**config.mk**
```make
export PLATFORM = sky130hd
export DESIGN_NAME = mcyc_ctrl
export DESIGN_NICKNAME = d
export VERILOG_FILES = /design/src/rtl/mcyc_pkg.sv /design/src/rtl/mcyc_next.sv /design/src/rtl/mcyc_out.sv /design/src/rtl/mcyc_gate.sv /design/src/rtl/mcyc_ctrl.sv
export SDC_FILE = /design/constraint.sdc
export NUM_CORES = 1
export LEC_CHECK = 0
export BUFFER_PORTS_ARGS = -buffer_cell sky130_fd_sc_hd__buf_2
export CORE_AREA = 3 3 40 42
export CTS_BUF_LIST = sky130_fd_sc_hd__clkbuf_8 sky130_fd_sc_hd__clkbuf_16
export CTS_CLUSTER_DIAMETER = 60
export DETAILED_ROUTE_END_ITERATION = 7
export DIE_AREA = 0 0 43 45
export GPL_TIMING_DRIVEN = 0
export RECOVER_POWER = 100
export SLEW_MARGIN = 10
export SYNTH_ARGS = -nofsm -noshare
export SYNTH_HDL_FRONTEND = slang
export SYNTH_SLANG_ARGS = --single-unit
```
**constraint.sdc**
```tcl
create_clock -name clk -period 1.5 [get_ports clk]
set_input_delay 0.075 -clock clk [delete_from_list [all_inputs] [get_ports clk]]
set_output_delay 0.075 -clock clk [all_outputs]
set_load 0.02 [all_outputs]
```
**src/rtl/mcyc_pkg.sv**
```systemverilog
package mcyc_pkg;
  localparam int OPC_W  = 6;
  localparam int AOP_W  = 2;
  localparam int SRCB_W = 2;

  typedef enum logic [3:0] {
    ST_FETCH, ST_DECODE, ST_EXEC, ST_ADDR, ST_BRANCH,
    ST_MRD, ST_MWR, ST_WBR, ST_WBM
  } step_e;

  localparam logic [AOP_W-1:0]  AOP_ADD   = 2'b00;
  localparam logic [AOP_W-1:0]  AOP_SUB   = 2'b01;
  localparam logic [AOP_W-1:0]  AOP_FUNC  = 2'b10;
  localparam logic [SRCB_W-1:0] SRCB_REG  = 2'b00;
  localparam logic [SRCB_W-1:0] SRCB_FOUR = 2'b01;
  localparam logic [SRCB_W-1:0] SRCB_IMM  = 2'b10;
  localparam logic [SRCB_W-1:0] SRCB_IMMS = 2'b11;

  typedef struct packed {
    logic              mem_rd;
    logic              mem_wr;
    logic              addr_sel;
    logic              ir_wr;
    logic              reg_dst;
    logic              reg_wr;
    logic              mem_to_reg;
    logic              src_a;
    logic [SRCB_W-1:0] src_b;
    logic [AOP_W-1:0]  alu_op;
    logic              pc_wr;
    logic              pc_wr_cond;
    logic              pc_src;
  } ctrl_t;
endpackage

```
**src/rtl/mcyc_next.sv**
```systemverilog
module mcyc_next
  import mcyc_pkg::*;
#(
  parameter logic [OPC_W-1:0] OP_RTYPE = 6'b000000,
  parameter logic [OPC_W-1:0] OP_LOAD  = 6'b100011,
  parameter logic [OPC_W-1:0] OP_STORE = 6'b101011,
  parameter logic [OPC_W-1:0] OP_BEQ   = 6'b000100
) (
  input  step_e            cur,
  input  logic [OPC_W-1:0] opcode,
  output step_e            nxt
);
  always_comb begin
    nxt = ST_FETCH;
    unique case (cur)
      ST_FETCH:  nxt = ST_DECODE;
      ST_DECODE: begin
        if (opcode == OP_RTYPE)                          nxt = ST_EXEC;
        else if (opcode == OP_LOAD || opcode == OP_STORE) nxt = ST_ADDR;
        else if (opcode == OP_BEQ)                        nxt = ST_BRANCH;
        else                                              nxt = ST_FETCH;
      end
      ST_EXEC:   nxt = ST_WBR;
      ST_ADDR:   nxt = (opcode == OP_LOAD) ? ST_MRD : ST_MWR;
      ST_MRD:    nxt = ST_WBM;
      default:   nxt = ST_FETCH;
    endcase
  end
endmodule

```
**src/rtl/mcyc_out.sv**
```systemverilog
module mcyc_out
  import mcyc_pkg::*;
(
  input  step_e cur,
  output ctrl_t raw
);
  always_comb begin
    raw = '0;
    unique case (cur)
      ST_FETCH: begin
        raw.mem_rd = 1'b1;
        raw.ir_wr  = 1'b1;
        raw.src_b  = SRCB_FOUR;
        raw.alu_op = AOP_ADD;
        raw.pc_wr  = 1'b1;
      end
      ST_DECODE: raw.src_b = SRCB_IMMS;
      ST_EXEC: begin
        raw.src_a  = 1'b1;
        raw.src_b  = SRCB_REG;
        raw.alu_op = AOP_FUNC;
      end
      ST_ADDR: begin
        raw.src_a  = 1'b1;
        raw.src_b  = SRCB_IMM;
      end
      ST_BRANCH: begin
        raw.src_a      = 1'b1;
        raw.alu_op     = AOP_SUB;
        raw.pc_wr_cond = 1'b1;
        raw.pc_src     = 1'b1;
      end
      ST_MRD: begin
        raw.mem_rd   = 1'b1;
        raw.addr_sel = 1'b1;
      end
      ST_MWR: begin
        raw.mem_wr   = 1'b1;
        raw.addr_sel = 1'b1;
      end
      ST_WBR: begin
        raw.reg_wr  = 1'b1;
        raw.reg_dst = 1'b1;
      end
      ST_WBM: begin
        raw.reg_wr     = 1'b1;
        raw.mem_to_reg = 1'b1;
      end
      default: raw = '0;
    endcase
  end
endmodule

```
**src/rtl/mcyc_gate.sv**
```systemverilog
module mcyc_gate
  import mcyc_pkg::*;
(
  input  logic  rst,
  input  logic  zero,
  input  ctrl_t raw,
  output ctrl_t fin,
  output logic  pc_en
);
  always_comb begin
    fin   = rst ? '0 : raw;
    pc_en = !rst && (raw.pc_wr || (raw.pc_wr_cond && zero));
  end

  always_comb begin
    AST_MEM_EXCL: assert (!(fin.mem_rd && fin.mem_wr));
    if (rst) begin
      AST_RST_QUIET: assert (fin == '0 && !pc_en);
    end
  end
endmodule

```
**src/rtl/mcyc_ctrl.sv**
```systemverilog
module mcyc_ctrl
  import mcyc_pkg::*;
#(
  parameter logic [OPC_W-1:0] OP_RTYPE = 6'b000000,
  parameter logic [OPC_W-1:0] OP_LOAD  = 6'b100011,
  parameter logic [OPC_W-1:0] OP_STORE = 6'b101011,
  parameter logic [OPC_W-1:0] OP_BEQ   = 6'b000100
) (
  input  logic              clk,
  input  logic              rst,
  input  logic [OPC_W-1:0]  opcode_i,
  input  logic              alu_zero_i,
  output logic              mem_rd_o,
  output logic              mem_wr_o,
  output logic              addr_sel_o,
  output logic              ir_wr_o,
  output logic              reg_dst_o,
  output logic              reg_wr_o,
  output logic              mem_to_reg_o,
  output logic              alu_src_a_o,
  output logic [SRCB_W-1:0] alu_src_b_o,
  output logic [AOP_W-1:0]  alu_op_o,
  output logic              pc_wr_o,
  output logic              pc_src_o
);
  step_e cur, nxt;
  ctrl_t raw, fin;
  logic  pc_en;

  always_ff @(posedge clk) begin
    if (rst) cur <= ST_FETCH;
    else     cur <= nxt;
  end

  mcyc_next #(
    .OP_RTYPE(OP_RTYPE), .OP_LOAD(OP_LOAD), .OP_STORE(OP_STORE), .OP_BEQ(OP_BEQ)
  ) u_next (.cur(cur), .opcode(opcode_i), .nxt(nxt));

  mcyc_out  u_out  (.cur(cur), .raw(raw));

  mcyc_gate u_gate (.rst(rst), .zero(alu_zero_i), .raw(raw), .fin(fin), .pc_en(pc_en));

  assign mem_rd_o     = fin.mem_rd;
  assign mem_wr_o     = fin.mem_wr;
  assign addr_sel_o   = fin.addr_sel;
  assign ir_wr_o      = fin.ir_wr;
  assign reg_dst_o    = fin.reg_dst;
  assign reg_wr_o     = fin.reg_wr;
  assign mem_to_reg_o = fin.mem_to_reg;
  assign alu_src_a_o  = fin.src_a;
  assign alu_src_b_o  = fin.src_b;
  assign alu_op_o     = fin.alu_op;
  assign pc_wr_o      = pc_en;
  assign pc_src_o     = fin.pc_src;

  logic opc_known;
  assign opc_known = (opcode_i == OP_RTYPE) || (opcode_i == OP_LOAD) ||
                     (opcode_i == OP_STORE) || (opcode_i == OP_BEQ);

  AST_RESET_FETCH: assert property (@(posedge clk) rst |=> cur == ST_FETCH);
  AST_FETCH_DECODE: assert property (@(posedge clk) disable iff (rst)
    cur == ST_FETCH |=> cur == ST_DECODE);
  AST_LOAD_ORDER: assert property (@(posedge clk) disable iff (rst)
    cur == ST_WBM |-> $past(cur) == ST_MRD);
  AST_STORE_DONE: assert property (@(posedge clk) disable iff (rst)
    cur == ST_MWR |=> cur == ST_FETCH);
  AST_BR_RETURN: assert property (@(posedge clk) disable iff (rst)
    cur == ST_BRANCH |=> cur == ST_FETCH);
  AST_BAD_OPC: assert property (@(posedge clk) disable iff (rst)
    (cur == ST_DECODE && !opc_known) |=> cur == ST_FETCH);
  AST_NO_STORE_WB: assert property (@(posedge clk) disable iff (rst)
    mem_wr_o |-> !reg_wr_o);
endmodule

```
==> results.md <==
- Run status: complete, but fails checks
- Failing checks: setup timing
- Leak: 0.265 nW
- Measured slew at the worst slew-check pin: 0.357 ns
- Non-Filler Instances: 89
- Top Ports: 23
- Minimum clock period: 1.50 ns
- Met2 routed WL: 399 µm
- Yosys top cell area share: 23.4%
- HP Start: opcode_i[2]
- Clock sink count: 4
- Clock skew: 0.00158 ns
- Drc violations: 0
- Die area: 1940 µm²
- Wire per inst: slightly above 10 µm
- M1 WL: approximately 440 µm
- Slack of the critical path: -0.00300 ns
- DRT Wirelength: approximately 900 µm
- Worst EP required: 1.42 ns
- Reg2reg path depth: 4
- Storage element area: 85.1 µm²
- Ys Warns: 0
- Worst reg2reg path startpoint: cur[0]
- Drt pass-1 iters: 2
- Seq cells post-synth: 4
- Endpoint type of the worst setup path: output pin
- Synth Flop Type: dfxtp_1
- Register area share after synthesis: a little under a quarter
- DRT iter0 DRCs: 4
- Largest net degree at the start of global routing: 11
- Row cnt: 13
- Biggest regs: cur (4)
- GRT Residual Overflow: 0
- Clock Latency Late Sink: 0.21 ns
- Share of cells above drive strength 1: 45.9%
- Critical path startpoint category: flip-flop
- Via Count: 413
- Worst path slowest cell: or3b_1
- Die height: 45 µm
- Syn Nets: 57
- Worst hold-check path type: in -> reg
- Antenna-violating nets left: 0
- Antenna violations before repair: 0
- Post-Syn Area: 342 µm²
- Clock-pin slew on the worst setup and hold paths: 0.03 ns
- Setup TNS: -0.00300 ns
- Number of synthesized flops with an enable pin: 0
- CP arrival: 1.43 ns
- Area growth, synth to finish: 58.6%
- Fin nets: 85
- Critical path, cell by cell: or3b_1, buf_6, nor3_4, o21bai_1, buf_4
- Crit Path Class: reg -> out
- Post-place setup slack: 0.110 ns
- Max-cap violations: 0
- Final HPWL DP: 662 µm
- Unique masters post-synth: 25
- Max-slew headroom: 76.0%
- Top post-synthesis cells by area: dfxtp_1 23%, nor2_1 9.9%, a21oi_1 5.9%
- Endpoint of the worst register-to-register path: cur[1]
- CORE AREA: between 1000 and 1500 µm²
- Reg2Reg Setup Slack: 0.32 ns
- Fin crit share: 100%
- PD cells: 770 nW/µm²
- GRT Overall Usage: 11.5%
- Longest Clk Path Bufs: 2
- Root Buffer: clkbuf_8
- Placed insts: 85
- Fmax: 0.665 GHz
- Largest register FFs: 4
- Routability cong.: 0.722
- Crit path largest cell delay: 0.35 ns
- CTS tree: built
- RSZ-0062 raised after global routing: true
- Die W: 43 µm
- Top reg by flops: cur
- Post-synth ARST share: 0%
- Final setup fails: 1
- Vias/cell: approximately 4.6
- Gate count of the mapped netlist: 48
- Hold EP: cur[2]
- Final hold vios: 0
- TritonCTS buffer count: 3
- First-pass GRT wire length: 1.61 mm
- Hold path depth: 3
- Crit path max fanout: 6
- Peak VDD IR: 0.350 mV
- Top cell type by total area after synthesis: dfxtp_1
- Port buffer count: 22
- Antenna Cells: 0
- Fillers: approximately 140
- Starting Density: 26.6%
- Fin. max-slew vios: 0
- Vias in the first global route: 393
- Depth of the CTS H-tree: 1
- Hold-fix buffers at CTS: 0
- Met3 wire len: around 70 µm
- Top layer in use: met3
- Syn_area_per_cell: roughly 7.1 µm²
- Multi-input gate area: 223 µm²
[metal layers]
layer / global-route usage, % / vias up
li1: - / 226
met1: 14.2 / 171
met2: 16.5 / 16
met3: 2.39 / 0
met4: 10.8 / 0
met5: 0 / -
[final cells by class]
cell class	count	area share (%)
multi-input cells	36	41.1
well taps	15	3.46
repair buffers	23	23.6
flip-flops and latches	4	15.7
clock buffers	3	7.62
plain buffers	4	5.77
inverters	4	2.77
[where the power goes]
group          internal (mW)  leakage [nW]  switching, mW
Clock                  0.171        0.0216         0.0524
Sequential             0.109        0.0339        0.00201
Combinational         0.0332         0.209         0.0501
[cell usage after synthesis, types with 2 or more instances]
cell     n
a21oi_1  4
buf_2    2
dfxtp_1  4
inv_1    4
nand2_1  3
nor2_1   9
nor3_1   3
nor4_1   2
[kinds of logic (layout without fill, tap and decap cells)]
family | count (synthesis) | in the layout | share of synthesized area [%]
DFF | 4 | 4 | 23.4
buffers and inverters | 8 | 34 | 12.8
and+or+nand+nor | 26 | 26 | 43.2
xor gates and xnor gates | 1 | 1 | 2.56
AOI/OAI and AO/OA | 9 | 9 | 18.0
[timing repair]
item	in CTS	in global routing
gates cloned	0	0
resized for setup	4	6
pin swaps	1	0
setup endpoints to repair	4	5
buffers inserted	1	0
[worst max-delay path: cells and delay by family (launching register included)]
family                 cells  cell delay (ns)
buffers and inverters      2             0.29
AO/OA/AOI/OAI              1             0.12
flip-flops                 1             0.34
AND/OR/NAND/NOR            2             0.45
[through the flow]
stage | total power [mW] | hold slack (ns) | util [%] | cell area (µm²)
2_1_floorplan | 0.161 | 0.227 | - | 342
3_3_place_gp | 0.192 | 0.374 | 36.6 | 470
3_5_place_dp | 0.193 | 0.374 | 36.6 | 470
4_1_cts | 0.421 | 0.149 | 41.0 | 527
5_1_grt | 0.445 | 0.173 | 42.2 | 542
6_report | 0.417 | 0.154 | 42.2 | 542
[worst max path at each step]
stage | endpoint | from | slack [ns]
4_1_cts | alu_src_a_o | cur[2] | -0.02
2_1_floorplan | alu_src_a_o | cur[2] | 0.06
6_report | alu_src_a_o | cur[2] | -0.003
3_3_place_gp | alu_src_a_o | cur[2] | 0.12
5_1_grt | alu_src_a_o | cur[2] | -0.10
3_5_place_dp | alu_src_a_o | cur[2] | 0.11
[cells in the final DEF (no fill, tap or decap), types with 2 or more instances in the layout]
cell type  Yosys  routed
dfxtp_1        4       2
clkbuf_2       0       5
nor4_1         2       2
a21oi_1        4       4
inv_1          4       4
buf_2          2      14
nor2_1         9       9
nor3_1         3       2
clkbuf_8       0       3
nand2_1        3       3
buf_4          1       7
Note: power is estimated with default switching activity, not from simulation.
